[src/rtl/acg_pkg.sv]
package acg_pkg;
  // Strobes passed from the control module to the datapath.
  typedef struct packed {
    logic srcTick;  // tick of the currently selected timing source
  } acg_strb_t;
endpackage

[src/rtl/acg_prescaler.sv]
// Down-counter that reloads on terminal count; wrap marks each (N+1)-th step.
module acg_prescaler #(
  parameter int W = 8
) (
  input  logic         clk,
  input  logic         rstN,
  input  logic         step,
  input  logic [W-1:0] reloadVal,
  output logic         wrap
);
  logic [W-1:0] cnt;

  assign wrap = step && (cnt == '0);

  always_ff @(posedge clk or negedge rstN) begin
    if (!rstN)      cnt <= '0;
    else if (step)  cnt <= wrap ? reloadVal : cnt - 1'b1;
  end
endmodule

[src/rtl/acg_ctrl.sv]
// Configuration word and timing source selection.
module acg_ctrl
  import acg_pkg::*;
#(
  parameter int BIT_W = 8,
  parameter int FRM_W = 7,
  localparam int REG_W = 1 + FRM_W + BIT_W
) (
  input  logic             clk,
  input  logic             rstN,
  input  logic             wrEn,
  input  logic [REG_W-1:0] wrData,
  input  logic             auxTick,
  input  logic             fastTick,
  output acg_strb_t        strb,
  output logic [BIT_W-1:0] bitDiv,
  output logic [FRM_W-1:0] frmDiv,
  output logic [REG_W-1:0] rdData
);
  localparam int SEL_POS = 0;
  localparam int FRM_LO  = 1;
  localparam int BIT_LO  = 1 + FRM_W;

  logic [REG_W-1:0] cfgQ;

  always_ff @(posedge clk or negedge rstN) begin
    if (!rstN)     cfgQ <= '0;
    else if (wrEn) cfgQ <= wrData;
  end

  assign bitDiv       = cfgQ[BIT_LO +: BIT_W];
  assign frmDiv       = cfgQ[FRM_LO +: FRM_W];
  assign strb.srcTick = cfgQ[SEL_POS] ? fastTick : auxTick;
  assign rdData       = cfgQ;
endmodule

[src/rtl/acg_datapath.sv]
// Two cascaded prescaler stages with registered strobe outputs.
module acg_datapath
  import acg_pkg::*;
#(
  parameter int BIT_W = 8,
  parameter int FRM_W = 7
) (
  input  logic             clk,
  input  logic             rstN,
  input  acg_strb_t        strb,
  input  logic [BIT_W-1:0] bitDiv,
  input  logic [FRM_W-1:0] frmDiv,
  output logic             bitStrobe,
  output logic             frameSync
);
  logic bitWrap;
  logic frmWrap;

  acg_prescaler #(.W(BIT_W)) u_bitStage (
    .clk(clk), .rstN(rstN), .step(strb.srcTick),
    .reloadVal(bitDiv), .wrap(bitWrap)
  );

  acg_prescaler #(.W(FRM_W)) u_frmStage (
    .clk(clk), .rstN(rstN), .step(bitWrap),
    .reloadVal(frmDiv), .wrap(frmWrap)
  );

  always_ff @(posedge clk or negedge rstN) begin
    if (!rstN) begin
      bitStrobe <= 1'b0;
      frameSync <= 1'b0;
    end else begin
      bitStrobe <= bitWrap;
      frameSync <= frmWrap;
    end
  end
endmodule

[src/rtl/acg_clockgen.sv]
module acg_clockgen
  import acg_pkg::*;
#(
  parameter int BIT_W = 8,
  parameter int FRM_W = 7,
  localparam int REG_W = 1 + FRM_W + BIT_W
) (
  input  logic             clk,
  input  logic             rstN,
  input  logic             wrEn,
  input  logic [REG_W-1:0] wrData,
  input  logic             auxTick,
  input  logic             fastTick,
  output logic [REG_W-1:0] rdData,
  output logic             bitStrobe,
  output logic             frameSync
);
  acg_strb_t        strb;
  logic [BIT_W-1:0] bitDiv;
  logic [FRM_W-1:0] frmDiv;

  acg_ctrl #(.BIT_W(BIT_W), .FRM_W(FRM_W)) u_ctrl (
    .clk(clk), .rstN(rstN), .wrEn(wrEn), .wrData(wrData),
    .auxTick(auxTick), .fastTick(fastTick), .strb(strb),
    .bitDiv(bitDiv), .frmDiv(frmDiv), .rdData(rdData)
  );

  acg_datapath #(.BIT_W(BIT_W), .FRM_W(FRM_W)) u_dp (
    .clk(clk), .rstN(rstN), .strb(strb), .bitDiv(bitDiv),
    .frmDiv(frmDiv), .bitStrobe(bitStrobe), .frameSync(frameSync)
  );
endmodule

[config.mk]
export PLATFORM = sky130hd
export DESIGN_NAME = acg_clockgen
export DESIGN_NICKNAME = d
export VERILOG_FILES = /design/src/rtl/acg_pkg.sv /design/src/rtl/acg_prescaler.sv /design/src/rtl/acg_ctrl.sv /design/src/rtl/acg_datapath.sv /design/src/rtl/acg_clockgen.sv
export SDC_FILE = /design/constraint.sdc
export NUM_CORES = 1
export LEC_CHECK = 0
export ABC_AREA = 0
export CAP_MARGIN = 20
export CORE_ASPECT_RATIO = 0.9
export CORE_MARGIN = 10
export CORE_UTILIZATION = 40
export CTS_CLUSTER_DIAMETER = 80
export DETAILED_ROUTE_END_ITERATION = 6
export PLACE_DENSITY = 0.73
export SETUP_SLACK_MARGIN = 0.02
export SLEW_MARGIN = 10
export SYNTH_ARGS = -nofsm -noshare
export SYNTH_HDL_FRONTEND = slang
export SYNTH_SLANG_ARGS = --single-unit
[constraint.sdc]
create_clock -name clk -period 3.4 [get_ports clk]
set_input_delay 1.02 -clock clk [delete_from_list [all_inputs] [get_ports clk]]
set_output_delay 1.02 -clock clk [all_outputs]
set_load 0.005 [all_outputs]
* After elaboration in Yosys (flattened, before gate mapping) *
Cells that the tools add are included.
Widths: inputs -> output; s select.

word-level totals
  register bits after elaboration = 33
  input port bits = 21
  output and inout port bits = 18
  logic and storage cells = 14

cells by class
  add/subtract/negate cells = 2
  multiplexer cells = 3
  reduce and logical (&&, ||, !) cells = 4

operators by type and width
  operator             number
  $logic_not 8->1      1
  $mux 8               1
  $sub 8x1->8 const B  1
  $logic_not 7->1      1
  $mux 7               1
  $sub 7x1->7 const B  1
  $logic_and 1x1->1    2
  $mux 1               1

* Logic depth before layout (Yosys ltp) *
  word-level depth = 4
  depth in mapped cells = 8
  depth with buffers taken out = 7

* Modules after synthesis *
From an unflattened synthesis, not the netlist that was laid out.

unflattened totals
  cells, all modules = 149
  area total of the unflattened synthesis = 1762.9 um^2

modules (own cells, without submodules)
  module                           times used  cells each  area each (um^2)  seq. area each (um^2)
  acg_ctrl                         1           50          773.2             400.4
  acg_prescaler (u_dp.u_bitStage)  1           47          485.5             200.2
  acg_prescaler (u_dp.u_frmStage)  1           50          454.2             175.2
  acg_datapath                     1           2           50.0              50.0

* Worst setup path before layout *
OpenSTA, ideal clock, no wires.

  path kind = input -> register
  start = input port fastTick
  end = register u_dp.u_bitStage.cnt[6]
  setup time = 0.125 ns
  arrival time = 2.421 ns
  data required time = 3.275 ns
  setup slack = 0.854 ns
  stages = 4
  path buffers = 0
  cell sequence = mux2i_1 -> or4b_2 -> or3_2 -> mux2_2

between the ends
  word-level cells in the longest chain between the ends = 3

ends and longest elaborated chain
  element               RTL line             source
  from (decl)           acg_clockgen.sv:13   input logic fastTick,
  $mux 1 (*)            acg_ctrl.sv:33       assign strb.srcTick = cfgQ[SEL_POS] ? fastTick : auxTick;
  $logic_and 1x1->1     acg_prescaler.sv:13  assign wrap = step && (cnt == '0);
  $mux 8                acg_prescaler.sv:17  else if (step) cnt <= wrap ? reloadVal : cnt - 1'b1;
  to (signal assigned)  acg_prescaler.sv:17
  to (decl)             acg_prescaler.sv:11  logic [W-1:0] cnt;

Mark *: on every way between the ends. The rest lies on a longest branch, timed or not.
A chain may end at the register's enable or synchronous reset.

* Final worst setup path *
Same ends and word-level chain as after synthesis.

==> out/metrics.yaml <==
area_growth_syn_to_layout_pct: 33.6
ys_ff_latch: 33
grt_max_degree: 34
period_minus_slack_ns: 2.74
wl_um: 3630
critPathCaptureType: "flop"
htree_levels: 2
setup_ws_ns: 0.655
mappedNetlistArea_um2: 1530
final_util_pct: 55.3
layout.nets: 204
avgViaCountPerCell: 5.37
period_share_pct: 80.7
path_clk_slew_ns: 0.07
floorplan.initialDensity_pct: 41.4
ir_worst_vdd_mv: 0.257
required_ns: 3.57
placedInstanceArea_um2: 1960
worstHoldStart: "u_dp.u_frmStage.cnt[6]"
setup.worst_path.start: "fastTick"
drt-pass1-iter-count: 5
cts_tree: "done"
clkSinkCount: 33
maxSlewViolCount: 0
fmax_ghz: 0.364
die_y_um: 78.7
cts_root_buffer: "clkbuf_8"
hpwl_um: 2760
num_vias: 1219
worstSetupPathType: "input pin to flop"
grtUsageTotal_pct: 11.1
clk_latency_ns: 0.28
drtIter0Drc: 72
power_mw: 1.18
wl_met2_um: 1930
antenna_found_initial: 0
ys_types: 33
grt_pass1_vias: 1256
critPathCapture: "u_dp.u_bitStage.cnt[6]"
tns_ns: 0
grt_overflow_total: 0
ys_warn_count: 0
slew_headroom_pct: 69.5
reg2regPathDepth: 6
die_x_um: 85.3
cts_setup_buffers: 0
reg2reg_to: "u_dp.u_frmStage.cnt[4]"
final_common_cell: "clkdlybuf4s50_1"
cts_max_path_buffers: 2
setup_viol: 0
place_ws_ns: 0.356
drv_cap: 0
core_area_um2: 3700
layout_common_cells: "clkdlybuf4s50_1, dfrtp_1, mux2_2, o21ai_0, inv_1"
ios: 39
hold_buffers: 0
reg2reg_from: "u_dp.u_bitStage.cnt[0]"
gp_congestion: 0.794
cts.repair.resized: 0
io_buffer_count: 38
fin_area_um2: 2050
cellPowerDensity_nw_per_um2: 574
row_count: 21
holdCritPathClass: "flop to flop"
cp-start-kind: "input pin"
syn_nets: 162
yosysSeqAreaShare_pct: 53.9
synthCells: 139
finalClockSkew_ns: 0.00837
worst_slew_pin_slew_ns: 0.454
die-area_um2: 6710
rsz0062_at_grt: "false"
finalHoldViolations: 0
crit_arrival_ns: 2.92
wl_met1_um: 1390
avgRoutedWirePerCell_um: 16.0
wl_met3_um: 282
leakagePower_nw: 0.873
diodes: 0
worstPathMaxFanout: 3
antenna_left: 0
top_layer_used: "met4"
r2r_setup_slack_ns: 1.09
syn_avg_cell_area_um2: 11.0
grt_pass1_wl_um: 6000
run_status: "complete, no violations"
drive_above_1_share_pct: 18.2
tritoncts.num_buffers: 5
route.detailed.drc: 0
## report_power, final
part / internal [mW] / switching (mW) / leakage (nW)
combinational: 0.179 / 0.140 / 0.438
sequential: 0.480 / 0.0860 / 0.391
clock: 0.160 / 0.131 / 0.0443
## synth_stat cells, drive strengths merged
library cell	number	area share (%)
dfrtp	33	54
mux2	16	12
o21ai	16	5.2
inv	11	2.7
nand2	7	1.7
nor2	7	1.7
nor3	6	2.0
clkbuf	5	1.3
or3	5	2.1
mux2i	4	2.6
a21oi	3	0.98
or4	3	1.5
a21o	2	1.1
a2bb2oi	2	1.1
ha	2	1.6
o22a	2	1.2
o31ai	2	0.98
or2	2	0.82
a211oi	1	0.49
a22oi	1	0.49
buf	1	0.73
nand2b	1	0.41
nand3	1	0.33
nor2b	1	0.41
o211ai	1	0.49
o41ai	1	0.57
or2b	1	0.57
or3b	1	0.57
or4b	1	0.65
## worst min-delay path by stage
stage / end / slack [ns] / cells past startpoint
2_1_floorplan: u_dp.u_frmStage.cnt[6] / 0.44 / 1
3_3_place_gp: u_dp.u_frmStage.cnt[6] / 0.46 / 1
3_5_place_dp: u_dp.u_frmStage.cnt[6] / 0.47 / 1
4_1_cts: u_dp.u_frmStage.cnt[6] / 0.48 / 1
5_1_grt: u_dp.u_frmStage.cnt[6] / 0.50 / 1
6_report: u_dp.u_frmStage.cnt[6] / 0.48 / 1
## cells by family (layout without fill, tap and decap cells)
family / count (synthesis) / count (layout) / synth area share (%)
flip-flops: 33 / 33 / 53.9
AO/OA/AOI/OAI: 31 / 31 / 12.7
adder cells (fa/ha/maj): 2 / 2 / 1.63
multiplexers: 20 / 20 / 14.4
AND/OR/NAND/NOR: 36 / 36 / 12.7
buffers and inverters: 17 / 59 / 4.73
## per-stage QoR
step	hold WS [ns]	instances
6_report	0.482	227
3_3_place_gp	0.461	220
5_1_grt	0.498	227
3_5_place_dp	0.467	220
4_1_cts	0.476	227
2_1_floorplan	0.438	139
## metal layers
| layer | global-route usage (%) | vias to the layer above |
|---|---|---|
| met5 | 0 | - |
| met4 | 4.44 | 0 |
| met3 | 5.51 | 5 |
| met2 | 18.6 | 36 |
| met1 | 11.7 | 604 |
| li1 | - | 574 |
## critical path, cell delays in order
cell and delay (ns):
clkdlybuf4s50_1 0.46, mux2i_1 0.08, or4b_2 0.64, or3_2 0.44, mux2_2 0.28
## registers in the layout, summed over array words and instances (netlist names)
signal and count:
u_dp.u_bitStage.cnt 8, u_ctrl.rdData 16, u_dp.u_frmStage.cnt 7, u_dp.frameSync 1, u_dp.bitStrobe 1
## layout make-up
cell class | count | area [um2]
Multi-Input combinational cell | 89 | 634
Tap cell | 46 | 57.6
Timing Repair Buffer | 41 | 403
Clock buffer | 7 | 86.3
Inverter | 11 | 41.3
Fill cell | 311 | 1660
Sequential cell | 33 | 826
Note: power is estimated with default switching activity, not from simulation.
